===== config.mk =====
export PLATFORM = sky130hd
export DESIGN_NAME = i2c_mrx_engine
export DESIGN_NICKNAME = d
export VERILOG_FILES = /design/src/rtl/i2c_mrx_pkg.sv /design/src/rtl/i2c_mrx_tick.sv /design/src/rtl/i2c_mrx_sync.sv /design/src/rtl/i2c_mrx_fsm.sv /design/src/rtl/i2c_mrx_engine.sv
export SDC_FILE = /design/constraint.sdc
export NUM_CORES = 1
export LEC_CHECK = 0
export ABC_AREA = 1
export BUFFER_PORTS_ARGS = -buffer_cell sky130_fd_sc_hd__buf_2
export CAP_MARGIN = 10
export CORE_MARGIN = 1
export CORE_UTILIZATION = 60
export DETAILED_ROUTE_END_ITERATION = 16
export PLACE_DENSITY = 0.91
export SLEW_MARGIN = 20
export SYNTH_ARGS = -nofsm -noshare
export SYNTH_HDL_FRONTEND = slang
export SYNTH_HIERARCHICAL = 1
export SYNTH_SLANG_ARGS = --single-unit

===== constraint.sdc =====
create_clock -name clk_i -period 5.4 [get_ports clk_i]
set_input_delay 0 -clock clk_i [delete_from_list [all_inputs] [get_ports clk_i]]
set_output_delay 0 -clock clk_i [all_outputs]
set_load 0.02 [all_outputs]

===== src/rtl/i2c_mrx_pkg.sv =====
package i2c_mrx_pkg;
  localparam logic [7:0] ST_START    = 8'h08;
  localparam logic [7:0] ST_RSTART   = 8'h10;
  localparam logic [7:0] ST_ARB      = 8'h38;
  localparam logic [7:0] ST_SLA_ACK  = 8'h40;
  localparam logic [7:0] ST_SLA_NACK = 8'h48;
  localparam logic [7:0] ST_RX_ACK   = 8'h50;
  localparam logic [7:0] ST_RX_NACK  = 8'h58;
  localparam logic [7:0] ST_IDLE     = 8'hF8;

  typedef enum logic [3:0] {
    PH_IDLE, PH_START, PH_ADDR, PH_AACK, PH_DATA,
    PH_DACK, PH_HOLD, PH_STOP, PH_WAIT
  } phase_e;
endpackage


===== src/rtl/i2c_mrx_tick.sv =====
module i2c_mrx_tick #(
  parameter int DIV_W = 8
) (
  input  logic             clk_i,
  input  logic             rst_ni,
  input  logic [DIV_W-1:0] div_i,
  output logic             tick_o
);
  logic [DIV_W-1:0] cnt_q;
  logic             tick_q;

  always_ff @(posedge clk_i or negedge rst_ni) begin
    if (!rst_ni) begin
      cnt_q  <= '0;
      tick_q <= 1'b0;
    end else if (cnt_q >= div_i) begin
      cnt_q  <= '0;
      tick_q <= 1'b1;
    end else begin
      cnt_q  <= cnt_q + 1'b1;
      tick_q <= 1'b0;
    end
  end

  assign tick_o = tick_q;


  tick_gap_chk: assert property (@(posedge clk_i) disable iff (!rst_ni)
    tick_q && div_i != '0 |=> !tick_q);
endmodule


===== src/rtl/i2c_mrx_sync.sv =====
module i2c_mrx_sync #(
  parameter int W      = 2,
  parameter int STAGES = 2
) (
  input  logic         clk_i,
  input  logic         rst_ni,
  input  logic [W-1:0] d_i,
  output logic [W-1:0] q_o
);
  logic [W-1:0] ff_q [STAGES];

  always_ff @(posedge clk_i or negedge rst_ni) begin
    if (!rst_ni) begin
      for (int i = 0; i < STAGES; i++) ff_q[i] <= '1;
    end else begin
      ff_q[0] <= d_i;
      for (int i = 1; i < STAGES; i++) ff_q[i] <= ff_q[i-1];
    end
  end

  assign q_o = ff_q[STAGES-1];
endmodule


===== src/rtl/i2c_mrx_fsm.sv =====
module i2c_mrx_fsm
  import i2c_mrx_pkg::*;
(
  input  logic       clk_i,
  input  logic       rst_ni,
  input  logic       tick_i,
  input  logic       scl_i,
  input  logic       sda_i,
  input  logic       ctl_we_i,
  input  logic       sta_i,
  input  logic       sto_i,
  input  logic       aa_i,
  input  logic       dat_we_i,
  input  logic [7:0] dat_i,
  output logic [7:0] dat_o,
  output logic [7:0] status_o,
  output logic       int_o,
  output logic       scl_oe_o,
  output logic       sda_oe_o
);
  phase_e     ph_q;
  logic [1:0] q_q;
  logic [2:0] bit_q;
  logic [7:0] sh_q, dat_q, status_q;
  logic       int_q, aa_q, rep_q, restart_q, ack_q, scl_oe_q, sda_oe_q;

  always_ff @(posedge clk_i or negedge rst_ni) begin
    if (!rst_ni) begin
      ph_q      <= PH_IDLE;
      q_q       <= '0;
      bit_q     <= '0;
      sh_q      <= '0;
      dat_q     <= '0;
      status_q  <= ST_IDLE;
      int_q     <= 1'b0;
      aa_q      <= 1'b0;
      rep_q     <= 1'b0;
      restart_q <= 1'b0;
      ack_q     <= 1'b0;
      scl_oe_q  <= 1'b0;
      sda_oe_q  <= 1'b0;
    end else begin
      if (dat_we_i && (ph_q == PH_IDLE || ph_q == PH_HOLD)) dat_q <= dat_i;
      case (ph_q)
        PH_IDLE: if (ctl_we_i && sta_i) begin
          ph_q  <= PH_START;
          q_q   <= '0;
          rep_q <= 1'b0;
          aa_q  <= aa_i;
        end
        PH_HOLD: if (ctl_we_i) begin
          int_q    <= 1'b0;
          status_q <= ST_IDLE;
          aa_q     <= aa_i;
          q_q      <= '0;
          bit_q    <= '0;
          if (status_q == ST_ARB) begin
            ph_q <= sta_i ? PH_WAIT : PH_IDLE;
          end else if (sto_i) begin
            ph_q      <= PH_STOP;
            restart_q <= sta_i;
          end else if (sta_i) begin
            ph_q  <= PH_START;
            rep_q <= 1'b1;
          end else if (status_q == ST_START || status_q == ST_RSTART) begin
            ph_q <= PH_ADDR;
            sh_q <= dat_q;
          end else begin
            ph_q <= PH_DATA;
          end
        end
        PH_WAIT: if (tick_i && scl_i && sda_i) begin
          ph_q  <= PH_START;
          q_q   <= '0;
          rep_q <= 1'b0;
        end
        default: if (tick_i) begin
          q_q <= q_q + 2'd1;
          case (ph_q)
            PH_START: case (q_q)
              2'd0: sda_oe_q <= 1'b0;
              2'd1: scl_oe_q <= 1'b0;
              2'd2: sda_oe_q <= 1'b1;   // SDA falls, SCL high
              default: begin
                scl_oe_q <= 1'b1;
                ph_q     <= PH_HOLD;
                int_q    <= 1'b1;
                status_q <= rep_q ? ST_RSTART : ST_START;
              end
            endcase
            PH_ADDR: case (q_q)
              2'd0: sda_oe_q <= ~sh_q[7];
              2'd1: scl_oe_q <= 1'b0;
              2'd2: if (!sda_oe_q && !sda_i) begin
                scl_oe_q <= 1'b0;
                sda_oe_q <= 1'b0;
                ph_q     <= PH_HOLD;
                int_q    <= 1'b1;
                status_q <= ST_ARB;
              end
              default: begin
                scl_oe_q <= 1'b1;
                sh_q     <= {sh_q[6:0], 1'b0};
                bit_q    <= bit_q + 3'd1;
                if (bit_q == 3'd7) ph_q <= PH_AACK;
              end
            endcase
            PH_AACK: case (q_q)
              2'd0: sda_oe_q <= 1'b0;
              2'd1: scl_oe_q <= 1'b0;
              2'd2: ack_q    <= ~sda_i;
              default: begin
                scl_oe_q <= 1'b1;
                ph_q     <= PH_HOLD;
                int_q    <= 1'b1;
                status_q <= ack_q ? ST_SLA_ACK : ST_SLA_NACK;
              end
            endcase
            PH_DATA: case (q_q)
              2'd0: sda_oe_q <= 1'b0;
              2'd1: scl_oe_q <= 1'b0;
              2'd2: sh_q     <= {sh_q[6:0], sda_i};
              default: begin
                scl_oe_q <= 1'b1;
                bit_q    <= bit_q + 3'd1;
                if (bit_q == 3'd7) begin
                  ph_q  <= PH_DACK;
                  dat_q <= sh_q;
                end
              end
            endcase
            PH_DACK: case (q_q)
              2'd0: sda_oe_q <= aa_q;
              2'd1: scl_oe_q <= 1'b0;
              2'd2: if (!aa_q && !sda_i) begin
                scl_oe_q <= 1'b0;
                sda_oe_q <= 1'b0;
                ph_q     <= PH_HOLD;
                int_q    <= 1'b1;
                status_q <= ST_ARB;
              end
              default: begin
                scl_oe_q <= 1'b1;
                ph_q     <= PH_HOLD;
                int_q    <= 1'b1;
                status_q <= aa_q ? ST_RX_ACK : ST_RX_NACK;
              end
            endcase
            PH_STOP: case (q_q)
              2'd0: sda_oe_q <= 1'b1;
              2'd1: scl_oe_q <= 1'b0;
              2'd2: sda_oe_q <= 1'b0;   // SDA rises, SCL high
              default: ph_q <= restart_q ? PH_WAIT : PH_IDLE;
            endcase
            default: ;
          endcase
        end
      endcase
    end
  end

  assign dat_o    = dat_q;
  assign status_o = status_q;
  assign int_o    = int_q;
  assign scl_oe_o = scl_oe_q;
  assign sda_oe_o = sda_oe_q;


  hold_scl_chk: assert property (@(posedge clk_i) disable iff (!rst_ni)
    int_q && status_q != ST_ARB |-> scl_oe_q);

  status_stable_chk: assert property (@(posedge clk_i) disable iff (!rst_ni)
    int_q && !ctl_we_i |=> $stable(status_q));

  idle_code_chk: assert property (@(posedge clk_i) disable iff (!rst_ni)
    !int_q |-> status_q == ST_IDLE);

  arb_release_chk: assert property (@(posedge clk_i) disable iff (!rst_ni)
    int_q && status_q == ST_ARB |-> !scl_oe_q && !sda_oe_q);
endmodule


===== src/rtl/i2c_mrx_engine.sv =====
module i2c_mrx_engine #(
  parameter int DIV_W = 8
) (
  input  logic             clk_i,
  input  logic             rst_ni,
  input  logic [DIV_W-1:0] div_i,
  input  logic             ctl_we_i,
  input  logic             sta_i,
  input  logic             sto_i,
  input  logic             aa_i,
  input  logic             dat_we_i,
  input  logic [7:0]       dat_i,
  output logic [7:0]       dat_o,
  output logic [7:0]       status_o,
  output logic             int_o,
  input  logic             scl_i,
  output logic             scl_oe_o,
  input  logic             sda_i,
  output logic             sda_oe_o
);
  logic       tick;
  logic [1:0] line_s;

  i2c_mrx_tick #(.DIV_W(DIV_W)) u_tick (
    .clk_i (clk_i),
    .rst_ni(rst_ni),
    .div_i (div_i),
    .tick_o(tick)
  );

  i2c_mrx_sync #(.W(2), .STAGES(2)) u_sync (
    .clk_i (clk_i),
    .rst_ni(rst_ni),
    .d_i   ({scl_i, sda_i}),
    .q_o   (line_s)
  );

  i2c_mrx_fsm u_fsm (
    .clk_i   (clk_i),
    .rst_ni  (rst_ni),
    .tick_i  (tick),
    .scl_i   (line_s[1]),
    .sda_i   (line_s[0]),
    .ctl_we_i(ctl_we_i),
    .sta_i   (sta_i),
    .sto_i   (sto_i),
    .aa_i    (aa_i),
    .dat_we_i(dat_we_i),
    .dat_i   (dat_i),
    .dat_o   (dat_o),
    .status_o(status_o),
    .int_o   (int_o),
    .scl_oe_o(scl_oe_o),
    .sda_oe_o(sda_oe_o)
  );
endmodule


* Yosys cells after proc, flatten, opt, wreduce, memory -nomap -nowiden
Index checks and enable logic that the tools add are counted. Widths: inputs -> output; s select.
Storage, ports and cells: flip-flop bits (word level) 53, input port bits 25, output and inout port bits 19, word-level logic and storage cells 217
Operators by class: add/sub/neg operators 3, order comparisons 1, equality and inequality tests 52, mux-type cells 94, bitwise gates (word level) 5, reduce and logical (&&, ||, !) cells 45
Operators by type and width (count):
- $mux 8 | 22
- $mux 4 | 18
- $pmux 8 s2 | 4
- $pmux 8 s4 | 1
- $reduce_and 10->1 | 3
- $ne 2x2->1 const B | 11
- $ne 3x1->1 const B | 7
- $ne 3x2->1 const B | 7
- $ne 5x2->1 const B | 4
- $pmux 4 s5 | 1
- $mux 1 | 19
- $reduce_and 9->1 | 2
- $eq 4x3->1 const B | 4
- $pmux 1 s2 | 8
- $pmux 4 s2 | 2
- $mux 3 | 5
- $reduce_and 14->1 | 1
- $ne 6x3->1 const B | 2
- $pmux 1 s3 | 4
- $pmux 4 s3 | 1
- $reduce_and 4->1 | 3
- $reduce_bool 4->1 | 3
- $reduce_or 2->1 | 6
- $reduce_bool 5->1 | 2
- 37 further kinds | 60

* Logic depth before layout (Yosys ltp)
word-level depth 9, mapped depth 11

* Hierarchy
The synthesis kept the hierarchy.
By module, submodules not included:
- i2c_mrx_fsm | times used 1, cells an instance 380, area an instance 2603.7 um^2, seq. area each 932.1 um^2
- i2c_mrx_tick | times used 1, cells an instance 71, area an instance 603.1 um^2, seq. area each 225.2 um^2
- i2c_mrx_sync | times used 1, cells an instance 6, area an instance 120.1 um^2, seq. area each 105.1 um^2

* Least setup slack after synthesis
No wires, ideal clock.
kind register to register, from reg u_fsm.q_q[0], to reg u_fsm.int_q (netlist: u_fsm/int_o), arrival 1574 ps, required time 5277 ps, path slack 3704 ps, stages on the path, launching flop included 10, path buffers 0, clock period less this slack 1696 ps, cell sequence dfrtp_1 inv_1 ha_1 clkinv_1 o31ai_1 nand2_1 nor2_1 nand2_1 nand2_1 o21ai_1
Between the ends: cells in the longest elaborated chain, start to end 6, elaborated cells on any way between the ends 14, those cells by class eq/ne: 6; mux: 4; reduce/logical: 4
RTL lines:
- from (decl) | line i2c_mrx_fsm.sv:22 | logic [1:0] q_q;
- from (signal assigned) | line i2c_mrx_fsm.sv:78 | q_q <= q_q + 2'd1;
- $eq 2x1->1 / $logic_not 2->1 (equally long branches) | line i2c_mrx_fsm.sv:80, i2c_mrx_fsm.sv:108, i2c_mrx_fsm.sv:132
- $reduce_or 2->1 (no line)
- $pmux 1 s2 | line i2c_mrx_fsm.sv:132 | PH_DACK: case (q_q)
- $pmux 1 s3 | line i2c_mrx_fsm.sv:79 | case (ph_q)
- $mux 1 | line i2c_mrx_fsm.sv:77 | default: if (tick_i) begin
- $pmux 1 s2 | line i2c_mrx_fsm.sv:44 | case (ph_q)
- to (signal assigned) | line i2c_mrx_fsm.sv:52 | int_q <= 1'b0;
- to (signal assigned) | line i2c_mrx_fsm.sv:87 | int_q <= 1'b1;
- to (signal assigned) | line i2c_mrx_fsm.sv:139 | int_q <= 1'b1;
- to (decl) | line i2c_mrx_fsm.sv:25 | logic int_q, aa_q, rep_q, restart_q, ack_q, scl_oe_q, sda_oe_q;
Parallel ways exist; a longest one is shown, timed or not. The select of a mux whose other input is x is not followed. A chain may end at the register's enable or synchronous reset.

* Worst setup path in the final report
from reg u_fsm.ph_q[1], to reg u_fsm.ph_q[3]
Between the ends: cells in the longest elaborated chain, start to end 5, elaborated cells on any way between the ends 28, those cells by class eq/ne: 20; mux: 3; reduce/logical: 5
RTL lines:
- from (decl) | line i2c_mrx_fsm.sv:21 | phase_e ph_q;
- from (signal assigned) | line i2c_mrx_fsm.sv:58 | ph_q <= sta_i ? PH_WAIT : PH_IDLE;
- from (signal assigned) | line i2c_mrx_fsm.sv:153 | default: ph_q <= restart_q ? PH_WAIT : PH_IDLE;
- $eq 4x1->1 / $eq 4x2->1 (equally long branches) | line i2c_mrx_fsm.sv:79
- $reduce_or 2->1 (no line)
- $pmux 4 s5 | line i2c_mrx_fsm.sv:79
- $mux 4 | line i2c_mrx_fsm.sv:77
- $pmux 4 s3 | line i2c_mrx_fsm.sv:44
Parallel ways exist; a longest one is shown, timed or not. The select of a mux whose other input is x is not followed.

==> out/qor.csv <==
metric;value;unit
outcome;completed;
ys_warn_count;6;
grt_pass1_wl;13800;um
fmax;0.465;GHz
cp.required;5.61;ns
antenna_cells;0;
cts_root_buf;clkbuf_8;
min_period_over_period;39.8;%
vdd_ir_drop_max;302;uV
syn-mean-instance-area;7.28;um^2
tns;0;ns
fin_util;71.8;%
synth-simple-area-share;36.7;%
gr-total-overflow;0;
relSlewSlack;47.9;%
setup_viol;0;
drv_slew;0;
dp.final_hpwl;5890;um
holdCritPathClass;in -> reg;
drcViolationCount;0;
start_util;63.5;%
hold_viol;0;
crit_type;reg -> reg;
max_stage_delay;0.49;ns
htreeDepth;2;
cp.arrival;2.35;ns
dr.pass1.iters;5;
syn_inst;457;
track_usage;29.7;%
io_buffer_count;40;
synth_xor_area_share;1.32;%
ios;44;
cpMostUsedCell;nand2_1;
numCtsBuffers;5;
syn_area;3330;um^2
clk_pin_slew;0.10;ns
gp_congestion;0.931;
drive_above_1_share;18.9;%
die_h;76.5;um
r2r_end;u_fsm/ph_q[3]$_DFFE_PN0P_;
antenna_left;0;
yosys-top-cells-count;nand2_1 (143), nor2_1 (46), inv_1 (43);
end_kind;flop;
rows;26;
cts_tree;built;
fin_skew;0.00481;ns
nNetsFinal;548;
crit_fanout;22;
num_vias;3177;
crit_path_cell_trace;inv_2 > nor2_2 > nand2_1 > nand3_1 > nand3_2 > nor2_4 > nand3_1 > nand2_1 > nand2_1;
viasPerCell;5.49;
synth-seq-cells;50;
coreArea;5240;um^2
p_leak;0.00202;uW
area_growth;13.1;%
clockBufferDepth;2;
reg2reg_depth;9;
synth_area_leader_cell;dfrtp_1;
yosysUniqueCellTypes;38;
holdPathEnd;u_fsm/restart_q$_DFFE_PN0P_;
synth-adder-area-share;5.64;%
clock_latency;0.31;ns
synth_compound_area_share;9.70;%
startpoint_type;flop;
tightest_slew;0.780;ns
holdPathStages;3;
clkSinkCount;50;
synth_top_flop_cell;dfrtp_1;
wl_per_cell;14.1;um
grt_setup_unrepaired;false;
synth_top_area_share;30.8;%
wl;8140;um
dieArea;5850;um^2
synth.area.top_cells;dfrtp_1 (31%), nand2_1 (16%), dfstp_2 (7.1%);
maxCapViolCount;0;
power;1900;uW
async_flop_share;100;%
first_global_vias;3067;
synthMuxAreaShare;0;%
setup_slack;3.25;ns
hold_start;sta_i;
synth-seq-area-share;37.9;%
r2r-start;u_fsm/ph_q[1]$_DFFE_PN0P_;
dp_slack;3.35;ns
antenna_found_initial;0;
synth_top_family_by_area;simple AND/OR/NAND/NOR gates;
p_per_area;506;nW/um^2
r2r_slack;3.25;ns
synth.most_common_cell;nand2_1;
grt_max_degree;35;
cp_slowest_cell;dfrtp_1;
synth_edf_count;0;
drtIter0Drc;214;
min_period;2.15;ns
die_x;76.5;um
## power breakdown
part	internal (uW)	leakage [uW]	total (uW)	switching [uW]
Clock	106	0.0000478	240	135
Sequential	513	0.000619	633	121
Combinational	339	0.00136	1030	691
Total	957	0.00202	1900	947
## sequential cells by signal, indices dropped and copies added, names as in the netlist
name,count
u_fsm/ack_q,1
u_sync/q_o,2
u_fsm/int_o,1
u_fsm/dat_o,8
u_fsm/bit_q,3
u_sync/ff_q,2
u_fsm/q_q,2
u_fsm/scl_oe_o,1
u_fsm/status_o,5
u_fsm/rep_q,1
u_fsm/restart_q,1
u_tick/cnt_q,8
u_fsm/aa_q,1
u_tick/tick_o,1
u_fsm/ph_q,4
u_fsm/sda_oe_o,1
u_fsm/sh_q,8
## critical path: cells and delay by family, from the launching register on
kind	cells	cell delay (ns)
and+or+nand+nor	8	1.47
buffers and inverters	1	0.08
DFF	1	0.49
## area by class of cell
| cell class | count | area, um^2 |
|---|---|---|
| clock buffer | 6 | 82.6 |
| sequential | 50 | 1260 |
| tap | 70 | 87.6 |
| timing repair buffer | 53 | 328 |
| multi-input combinational | 347 | 1790 |
| inverter | 51 | 196 |
| fill | 421 | 1480 |
| clock inverter | 2 | 16.3 |
## how the worst max path moves through the flow
stage | cells after the start | slack, ns | to | from
floorplan | 9 | 3.70 | u_fsm/int_o$_DFFE_PN0P_ | u_fsm/q_q[0]$_DFFE_PN0P_
global route | 9 | 3.10 | u_fsm/ph_q[3]$_DFFE_PN0P_ | u_fsm/ph_q[1]$_DFFE_PN0P_
CTS | 9 | 3.34 | u_fsm/ph_q[3]$_DFFE_PN0P_ | u_fsm/ph_q[1]$_DFFE_PN0P_
finish | 9 | 3.25 | u_fsm/ph_q[3]$_DFFE_PN0P_ | u_fsm/ph_q[1]$_DFFE_PN0P_
global placement | 9 | 3.41 | u_fsm/ph_q[0]$_DFFE_PN0P_ | u_fsm/ph_q[1]$_DFFE_PN0P_
detailed placement | 9 | 3.35 | u_fsm/ph_q[3]$_DFFE_PN0P_ | u_fsm/ph_q[1]$_DFFE_PN0P_
## metal layers
layer | GRT usage (%) | part of all wire [%] | wire, um | vias to the layer above
met4 | 11.9 | 2.6 | 210 | 0
met3 | 5.15 | 6.4 | 524 | 23
met5 | 0 | 0 | 0 | -
met2 | 52.2 | 50 | 4070 | 147
li1 | - | - | - | 1562
met1 | 36.0 | 41 | 3330 | 1445
## stage by stage
stage	area (um^2)	hold slack, ns	std cells
floorplan	3330	-0.296	459
global placement	3540	-0.0424	559
detailed placement	3540	-0.0397	559
CTS	3760	0.00824	579
global route	3760	0.0524	579
finish	3760	0.00677	579
## cell families after synthesis
group	Yosys count
AOI/OAI and AO/OA	60
xor gates and xnor gates	5
adders and majority gates	15
buffers and inverters	62
DFF	50
other	1
and+or+nand+nor	264
## placed cells by master (no fill, tap or decap), types with 2 or more instances in the layout
cell type and n:
nand4_1 6, o21ai_2 2, nor2_2 7, nor3_1 4, xnor2_1 2, nor2_1 46
o21ai_1 6, buf_2 40, conb_1 3, a21oi_1 15, inv_2 6, nand2_4 2
nor2_8 2, xor2_1 3, dfrtp_1 41, o21ai_0 31, inv_1 43, nand3_2 4
nand2_1 143, nor2_4 4, clkbuf_8 6, nand3_1 37, nand3_4 2, nand2_2 6
dlygate4sd3_1 12, ha_1 15, dfstp_2 9
## timing repair
action | in CTS | in global routing
gates resized for setup | 0 | 0
hold endpoints to repair | 27 | 0
buffers inserted | 0 | 0
hold buffers | 12 | 0
Power figures use the tool's default switching activity.
